$ cat src/rtl/rxf_pkg.sv
// Shared types and helpers for the framed serial receiver.
// Assumes a fixed 32-bit output word.
package rxf_pkg;

    localparam int DATA_W = 32;
    localparam int LEN_W  = 6;

    typedef enum logic [1:0] {
        ST_IDLE   = 2'd0,
        ST_WAIT   = 2'd1,
        ST_ACTIVE = 2'd2
    } rx_state_t;

    typedef struct packed {
        logic [DATA_W-1:0] data;
        logic              phase;
        logic              first;
    } rx_word_t;

    // Translate a 3-bit length code into a bit count.
    function automatic logic [LEN_W-1:0] word_len(input logic [2:0] code);
        case (code)
            3'd0:    word_len = 6'd8;
            3'd1:    word_len = 6'd12;
            3'd2:    word_len = 6'd16;
            3'd3:    word_len = 6'd20;
            3'd4:    word_len = 6'd24;
            default: word_len = 6'd32;
        endcase
    endfunction

endpackage

$ cat src/rtl/rxf_edge.sv
// Registers the serial lines once and flags the selected bit-clock edge.
// Assumes bclk levels last at least two clk cycles and that fsync and
// sdata are stable around the sampling edge. The sampled sync level is
// normalised so that 1 always means active.
module rxf_edge (
    input  logic clk,
    input  logic rst_n,
    input  logic sample_rise,
    input  logic fsync_high,
    input  logic bclk,
    input  logic fsync,
    input  logic sdata,
    output logic ev,
    output logic fs_act,
    output logic sd
);
    logic bclk_d, bclk_dd, fs_d, sd_d;

    // Capture the lines and keep one older bclk sample for edge detection.
    always_ff @(posedge clk) begin
        if (!rst_n) begin
            bclk_d  <= 1'b0;
            bclk_dd <= 1'b0;
            fs_d    <= 1'b0;
            sd_d    <= 1'b0;
        end else begin
            bclk_d  <= bclk;
            bclk_dd <= bclk_d;
            fs_d    <= fsync;
            sd_d    <= sdata;
        end
    end

    // Pick the configured edge and normalise the sync polarity.
    always_comb begin
        ev     = sample_rise ? (bclk_d & ~bclk_dd) : (~bclk_d & bclk_dd);
        fs_act = (fs_d == fsync_high);
        sd     = sd_d;
    end

endmodule

$ cat src/rtl/rxf_deframer.sv
// Frame state machine and shifter. At each sampling event it detects a
// sync start, counts the data delay, shifts bits in MSB first and reports
// each finished word for one clk cycle on word_done. Assumes the
// configuration is static while a frame runs.
module rxf_deframer
    import rxf_pkg::*;
#(
    parameter int MAX_WORDS = 128,
    localparam int IDX_W    = $clog2(MAX_WORDS)
) (
    input  logic             clk,
    input  logic             rst_n,
    input  logic             ev,
    input  logic             fs_act,
    input  logic             sd,
    input  logic             cfg_dual,
    input  logic [IDX_W-1:0] cfg_words_m1,
    input  logic [2:0]       cfg_len0,
    input  logic [2:0]       cfg_len1,
    input  logic [1:0]       cfg_delay,
    output logic             word_done,
    output rx_word_t         word,
    output logic             sync_err
);
    rx_state_t         st;
    logic              wl;
    logic [LEN_W-1:0]  bitcnt;
    logic [IDX_W-1:0]  widx;
    logic [DATA_W-1:0] shreg;
    logic              fs_prev;

    logic              start, take, last_word, cur_phase;
    logic [1:0]        dly;
    logic [LEN_W-1:0]  cur_len;
    logic [DATA_W-1:0] shift_nx;

    // Decode the sync start, the bit-take condition and the next shift value.
    always_comb begin
        dly       = (cfg_delay == 2'd3) ? 2'd2 : cfg_delay;
        start     = ev & fs_act & ~fs_prev;
        cur_phase = cfg_dual & widx[0];
        cur_len   = word_len(cur_phase ? cfg_len1 : cfg_len0);
        take      = ev & (((st == ST_IDLE) & start & (dly == 2'd0)) |
                          ((st == ST_WAIT) & ~wl) |
                          (st == ST_ACTIVE));
        last_word = cfg_dual ? (widx == IDX_W'(1)) : (widx == cfg_words_m1);
        shift_nx  = (bitcnt == '0) ? {{(DATA_W-1){1'b0}}, sd}
                                   : {shreg[DATA_W-2:0], sd};
        word_done = take & ((bitcnt + 6'd1) == cur_len);
        word.data  = shift_nx;
        word.phase = cur_phase;
        word.first = (widx == '0);
    end

    // Remember the sync level seen at the previous sampling event.
    always_ff @(posedge clk) begin
        if (!rst_n)  fs_prev <= 1'b0;
        else if (ev) fs_prev <= fs_act;
    end

    // Set the sticky flag for a sync start that arrives while a frame runs.
    always_ff @(posedge clk) begin
        if (!rst_n)                         sync_err <= 1'b0;
        else if (start && st != ST_IDLE)    sync_err <= 1'b1;
    end

    // Advance the frame state and the bit and word counters.
    always_ff @(posedge clk) begin
        if (!rst_n) begin
            st     <= ST_IDLE;
            wl     <= 1'b0;
            bitcnt <= '0;
            widx   <= '0;
        end else begin
            case (st)
                ST_IDLE: if (start) begin
                    st <= (dly == 2'd0) ? ST_ACTIVE : ST_WAIT;
                    wl <= (dly == 2'd2);
                end
                ST_WAIT: if (ev) begin
                    if (!wl) st <= ST_ACTIVE;
                    else     wl <= 1'b0;
                end
                default: ;
            endcase
            if (word_done) begin
                bitcnt <= '0;
                if (last_word) begin
                    widx <= '0;
                    st   <= ST_IDLE;
                end else begin
                    widx <= widx + IDX_W'(1);
                end
            end else if (take) begin
                bitcnt <= bitcnt + 6'd1;
            end
        end
    end

    // Shift register for the word being assembled.
    always_ff @(posedge clk) begin
        if (!rst_n)    shreg <= '0;
        else if (take) shreg <= shift_nx;
    end

    AST_BITCNT_RANGE: assert property (@(posedge clk) disable iff (!rst_n)
        bitcnt < cur_len) else $error("bit count beyond word length");
    AST_DONE_ON_EVENT: assert property (@(posedge clk) disable iff (!rst_n)
        word_done |-> (ev && st != ST_IDLE)) else $error("word done off event");
    AST_SYNCERR_STICKY: assert property (@(posedge clk) disable iff (!rst_n)
        sync_err |=> sync_err) else $error("sync error flag dropped");
    AST_DUAL_TWO_WORDS: assert property (@(posedge clk) disable iff (!rst_n)
        cfg_dual |-> (widx <= IDX_W'(1))) else $error("dual frame word index");

endmodule

$ cat src/rtl/rxf_outbuf.sv
// One-word holding register with a valid/acknowledge handshake. A newly
// loaded word replaces one that has not been acknowledged, and that event
// sets a sticky overwrite flag. Assumes ack is only raised while valid.
module rxf_outbuf
    import rxf_pkg::*;
(
    input  logic     clk,
    input  logic     rst_n,
    input  logic     load,
    input  rx_word_t word_in,
    input  logic     ack,
    output logic     valid,
    output rx_word_t word_out,
    output logic     ovr
);
    // Hold the word until it is acknowledged; record any overwrite.
    always_ff @(posedge clk) begin
        if (!rst_n) begin
            valid    <= 1'b0;
            word_out <= '0;
            ovr      <= 1'b0;
        end else if (load) begin
            valid    <= 1'b1;
            word_out <= word_in;
            if (valid && !ack) ovr <= 1'b1;
        end else if (ack) begin
            valid <= 1'b0;
        end
    end

    AST_VALID_HOLD: assert property (@(posedge clk) disable iff (!rst_n)
        (valid && !ack) |=> valid) else $error("valid dropped unacked");
    AST_DATA_HOLD: assert property (@(posedge clk) disable iff (!rst_n)
        (valid && !load) |=> $stable(word_out)) else $error("held word changed");
    AST_OVR_STICKY: assert property (@(posedge clk) disable iff (!rst_n)
        ovr |=> ovr) else $error("overwrite flag dropped");
    AST_OVR_ON_LOSS: assert property (@(posedge clk) disable iff (!rst_n)
        (load && valid && !ack) |=> ovr) else $error("overwrite not flagged");

endmodule

$ cat src/rtl/rxf_receiver.sv
// Top level of the framed serial receiver: edge detector, deframer and
// output holding register. Assumes all inputs are synchronous to clk and
// that configuration only changes between frames.
module rxf_receiver
    import rxf_pkg::*;
#(
    parameter int MAX_WORDS = 128
) (
    input  logic                         clk,
    input  logic                         rst_n,
    input  logic                         cfg_sample_rise,
    input  logic                         cfg_fsync_high,
    input  logic [1:0]                   cfg_delay,
    input  logic                         cfg_dual,
    input  logic [$clog2(MAX_WORDS)-1:0] cfg_words_m1,
    input  logic [2:0]                   cfg_len0,
    input  logic [2:0]                   cfg_len1,
    input  logic                         bclk,
    input  logic                         fsync,
    input  logic                         sdata,
    input  logic                         rx_ack,
    output logic                         rx_valid,
    output logic [DATA_W-1:0]            rx_data,
    output logic                         rx_phase,
    output logic                         rx_first,
    output logic                         ovr_flag,
    output logic                         sync_err_flag
);
    logic     ev, fs_act, sd, word_done;
    rx_word_t word_new, word_held;

    rxf_edge u_edge (
        .clk         (clk),
        .rst_n       (rst_n),
        .sample_rise (cfg_sample_rise),
        .fsync_high  (cfg_fsync_high),
        .bclk        (bclk),
        .fsync       (fsync),
        .sdata       (sdata),
        .ev          (ev),
        .fs_act      (fs_act),
        .sd          (sd)
    );

    rxf_deframer #(.MAX_WORDS(MAX_WORDS)) u_deframer (
        .clk          (clk),
        .rst_n        (rst_n),
        .ev           (ev),
        .fs_act       (fs_act),
        .sd           (sd),
        .cfg_dual     (cfg_dual),
        .cfg_words_m1 (cfg_words_m1),
        .cfg_len0     (cfg_len0),
        .cfg_len1     (cfg_len1),
        .cfg_delay    (cfg_delay),
        .word_done    (word_done),
        .word         (word_new),
        .sync_err     (sync_err_flag)
    );

    rxf_outbuf u_outbuf (
        .clk      (clk),
        .rst_n    (rst_n),
        .load     (word_done),
        .word_in  (word_new),
        .ack      (rx_ack),
        .valid    (rx_valid),
        .word_out (word_held),
        .ovr      (ovr_flag)
    );

    // Drive the output fields from the held word.
    always_comb begin
        rx_data  = word_held.data;
        rx_phase = word_held.phase;
        rx_first = word_held.first;
    end

    AST_ZERO_FILL: assert property (@(posedge clk) disable iff (!rst_n)
        rx_valid |-> ((rx_data >> word_len(rx_phase ? cfg_len1 : cfg_len0)) == '0))
        else $error("bits above word length set");
    AST_SINGLE_PHASE: assert property (@(posedge clk) disable iff (!rst_n)
        (rx_valid && !cfg_dual) |-> !rx_phase) else $error("phase in single mode");
    AST_DUAL_FIRST: assert property (@(posedge clk) disable iff (!rst_n)
        (rx_valid && cfg_dual) |-> (rx_first == !rx_phase)) else $error("dual first marker");

endmodule

$ cat config.mk
export PLATFORM = sky130hd
export DESIGN_NAME = rxf_receiver
export DESIGN_NICKNAME = d
export VERILOG_FILES = /design/src/rtl/rxf_pkg.sv /design/src/rtl/rxf_edge.sv /design/src/rtl/rxf_deframer.sv /design/src/rtl/rxf_outbuf.sv /design/src/rtl/rxf_receiver.sv
export SDC_FILE = /design/constraint.sdc
export NUM_CORES = 1
export LEC_CHECK = 0
export BUFFER_PORTS_ARGS = -buffer_cell sky130_fd_sc_hd__buf_2
export CORE_MARGIN = 2
export CORE_UTILIZATION = 35
export CTS_BUF_LIST = sky130_fd_sc_hd__clkbuf_4
export CTS_CLUSTER_DIAMETER = 30
export DETAILED_ROUTE_END_ITERATION = 12
export PLACE_DENSITY = 0.52
export SYNTH_ARGS = -nofsm -noshare
export SYNTH_HDL_FRONTEND = slang
export SYNTH_SLANG_ARGS = --single-unit
$ cat constraint.sdc
create_clock -name clk -period 7.03 [get_ports clk]
set_input_delay 1.406 -clock clk [delete_from_list [all_inputs] [get_ports clk]]
set_output_delay 1.406 -clock clk [all_outputs]
set_load 0.01 [all_outputs]
==> summary.txt <==
# resized after CTS = 0
Routed Antenna Nets = 0
Die ar. = 0.0116 mm2
Synth cell types = 56
Post-detail-place hpwl = 5270 um
Critical-path top delay cell = nor3_4
Fmax = 249 MHz
Max Cap Viol = 0
Num CTS Buffers = 9
Vias in the first global route = 3061
Final worst slack = 3.02 ns
Post-synthesis average cell area = 9.12 um2
Drt first-iter violations = 133
Most area-consuming cells after synthesis = dfxtp_1 47%, a22o_1 6.0%, a21oi_1 5.8%
Hold Startpoint = u_deframer.shreg[30]
R2R cell count = 7
Skew final = 0.0308 ns
Crit path launch = cfg_delay[1]
Setup TNS = 0 ns
Area leader, netlist = dfxtp_1
Htree depth = 3
Worst hold endpoint = u_deframer.shreg[30]
Layout Nets = 485
Initial antenna violation count = 0
Clock Sinks = 89
Clock network fraction of total power = 0.333
Largest net degree at the start of global routing = 46
Post-CTS Setup Inserts = 0
GR Overflow Total = 0
Seq/Total Area, Yosys = 0.473
Crit path kind = input port to register
WHS Path Cells = 2
Asr flop ratio synth = 0
Unrepaired setup endpoints after global routing = false
N_diodes = 0
Final core utilization = 0.409
Combinational group share of total power = 0.056
Share of power burned in registers = 0.611
Area delta synth->final = 12.6%
All-layer global routing usage = 0.148
Router iterations before antenna repair = 5
Cell Chain, Critical Path = buf_2 -> or2_1 -> or4_4 -> a31oi_4 -> buf_4 -> nand4_4 -> nor3_4 -> a22o_2
Syn_nets = 442
Placement Setup Slack = 2.54 ns
RR Startpoint = u_deframer.bitcnt[0]
Final Max Tran Viols = 0
Clock buffer depth = 2
Final WL = 8010 um
Fin. Hold Viols = 0
Yosys top cell area share = 0.473
Relative max-transition margin = 0.208
Worst-Skew Late Latency = 0.45 ns
Fillers = 1089
Net Sw Power = 227 uW
Reg clk slew, reported paths = 0.14 ns
Die Wd = 108 um
WHS = 0.465 ns
Post-synth EDFFs = 0
Worst-Margin Slew = 1.18 ns
Share of layout cells above drive strength 1 = 0.210
PwrDens = 196 mW/mm2
TritonCTS clock tree = yes
Final period utilization = 0.570
Switch share = 0.273
Hold-fix buffers at CTS = 0
IO Count = 61
Startpoint types = input port
Final setup vio count = 0
Min-delay worst type = register to register
Synthesized cell area = 0.00377 mm2
LEAKAGE = 1.58 nW
Status = finished clean
First-pass GRT wire length = 14000 um
Yosys warnings = 0
Clock root buffer master = clkbuf_4
IO buf count = 60
DR vias/cell = 5.24
Reg2Reg Setup Slack = 3.79 ns
Max FO, Critical Path = 38
Max VDD drop = 0.0823 mV
Ys flop type = dfxtp_1
Internal power = 605 uW
Routed WL per cell = 13.4 um
GP Congestion = 0.789
Reg2reg end = u_outbuf.word_out[24]
Row Count = 37
Via count = 3129
Die height = 108 um
Fin crit period = 4.01 ns
Slowest stage delay, CP = 1.00 ns
Required time of the worst setup path = 7.41 ns
Yosys reg bits = 89
Critical Path End Type = register
WP data arrival = 4.39 ns
CORE AREA = 0.0104 mm2
Remaining DRCs = 0
Initial core utilization = 0.363
Syn Inst Count = 413
==> critical path, delay by kind of cell <==
family	cells	cell delay (ns)
simple gates	4	2.05
buf+inv	2	0.49
compound gates	2	0.41
==> cell usage after synthesis, drive strengths merged, types with 3 or more instances <==
| master | number |
|---|---|
| nor2 | 18 |
| and2 | 6 |
| o21ai | 11 |
| nand3 | 39 |
| or2 | 5 |
| nand4 | 7 |
| nor3 | 3 |
| o22ai | 5 |
| inv | 8 |
| nand2b | 3 |
| or3 | 5 |
| buf | 11 |
| dfxtp | 89 |
| a21oi | 45 |
| ha | 5 |
| clkbuf | 19 |
| a211oi | 6 |
| xnor2 | 8 |
| xor2 | 7 |
| a22o | 31 |
| nand2 | 48 |
| a31oi | 6 |
==> power groups by stage <==
stage	sequential (mW)	combinational, mW	clock, mW
finish	0.509	0.0462	0.277
global route	0.510	0.0515	0.310
CTS	0.509	0.0468	0.291
detailed placement	0.520	0.0468	0
global placement	0.520	0.0460	0
floorplan	0.519	0.0327	0
==> stage by stage <==
stage | cell area (um2) | power [mW] | std cells
after detailed placement | 4100 | 0.567 | 581
after CTS | 4240 | 0.847 | 597
after floorplan | 3770 | 0.552 | 413
after global routing | 4240 | 0.871 | 597
after global placement | 4100 | 0.566 | 581
final | 4240 | 0.833 | 597
==> logic make-up (layout without fill, tap and decap cells) <==
logic type	Yosys count	after routing	share of synthesized area
compound gates	117	117	0.217
xor+xnor	16	16	0.0409
fa+ha+maj	5	5	0.0166
buf+inv	39	87	0.0525
flops	89	89	0.473
simple gates	147	147	0.200
==> final cells by class <==
| type | count | area (um2) | area share |
|---|---|---|---|
| Tap cell | 136 | 170 | 0.0401 |
| Sequential cell | 89 | 1780 | 0.420 |
| Inverter | 9 | 33.8 | 0.00797 |
| Clock inverter | 7 | 70.1 | 0.0165 |
| Timing Repair Buffer | 62 | 315 | 0.0744 |
| Clock buffer | 9 | 67.6 | 0.0159 |
| Multi-Input combinational cell | 285 | 1800 | 0.425 |
==> state kept, by name (all words and copies together), names as in the netlist <==
register             count
u_deframer.bitcnt        6
u_deframer.fs_prev       1
u_deframer.shreg        31
u_deframer.st            2
u_deframer.sync_err      1
u_deframer.widx          7
u_deframer.wl            1
u_edge.bclk_d            1
u_edge.bclk_dd           1
u_edge.fs_d              1
u_edge.sd                1
u_outbuf.ovr             1
u_outbuf.valid           1
u_outbuf.word_out       34
==> worst max path at each step <==
stage / endpoint / slack, ns / cells after the start
3_5_place_dp: u_outbuf.word_out[29] / 2.54 / 8
2_1_floorplan: u_outbuf.word_out[4] / 3.83 / 8
6_report: u_outbuf.word_out[24] / 3.02 / 8
5_1_grt: u_outbuf.word_out[24] / 2.77 / 8
4_1_cts: u_outbuf.word_out[24] / 3.01 / 8
3_3_place_gp: u_outbuf.word_out[29] / 2.56 / 8
==> layout by cell type, fill, tap and decap left out, types with 7 or more instances in the layout <==
master    synthesis  final
a21oi_1          44     44
a22o_1           26     26
inv_1             8      8
xnor2_1           8      8
xor2_1            7      7
buf_2             4     60
dfxtp_1          89     89
nand2_1          48     48
o21ai_0           9      9
nor2_1           18     18
clkbuf_4          0      9
nand3_1          39     39
==> per-layer routing <==
layer / part of all wire / GRT usage / vias to the layer above / routed length (um)
met5: 0 / 0 / - / 0
met4: 0.0089 / 0.0394 / 0 / 71
met3: 0.045 / 0.0436 / 6 / 358
met2: 0.46 / 0.246 / 62 / 3680
met1: 0.49 / 0.187 / 1489 / 3900
li1: - / - / 1572 / -
No activity file was read; power rests on OpenSTA's default activity.
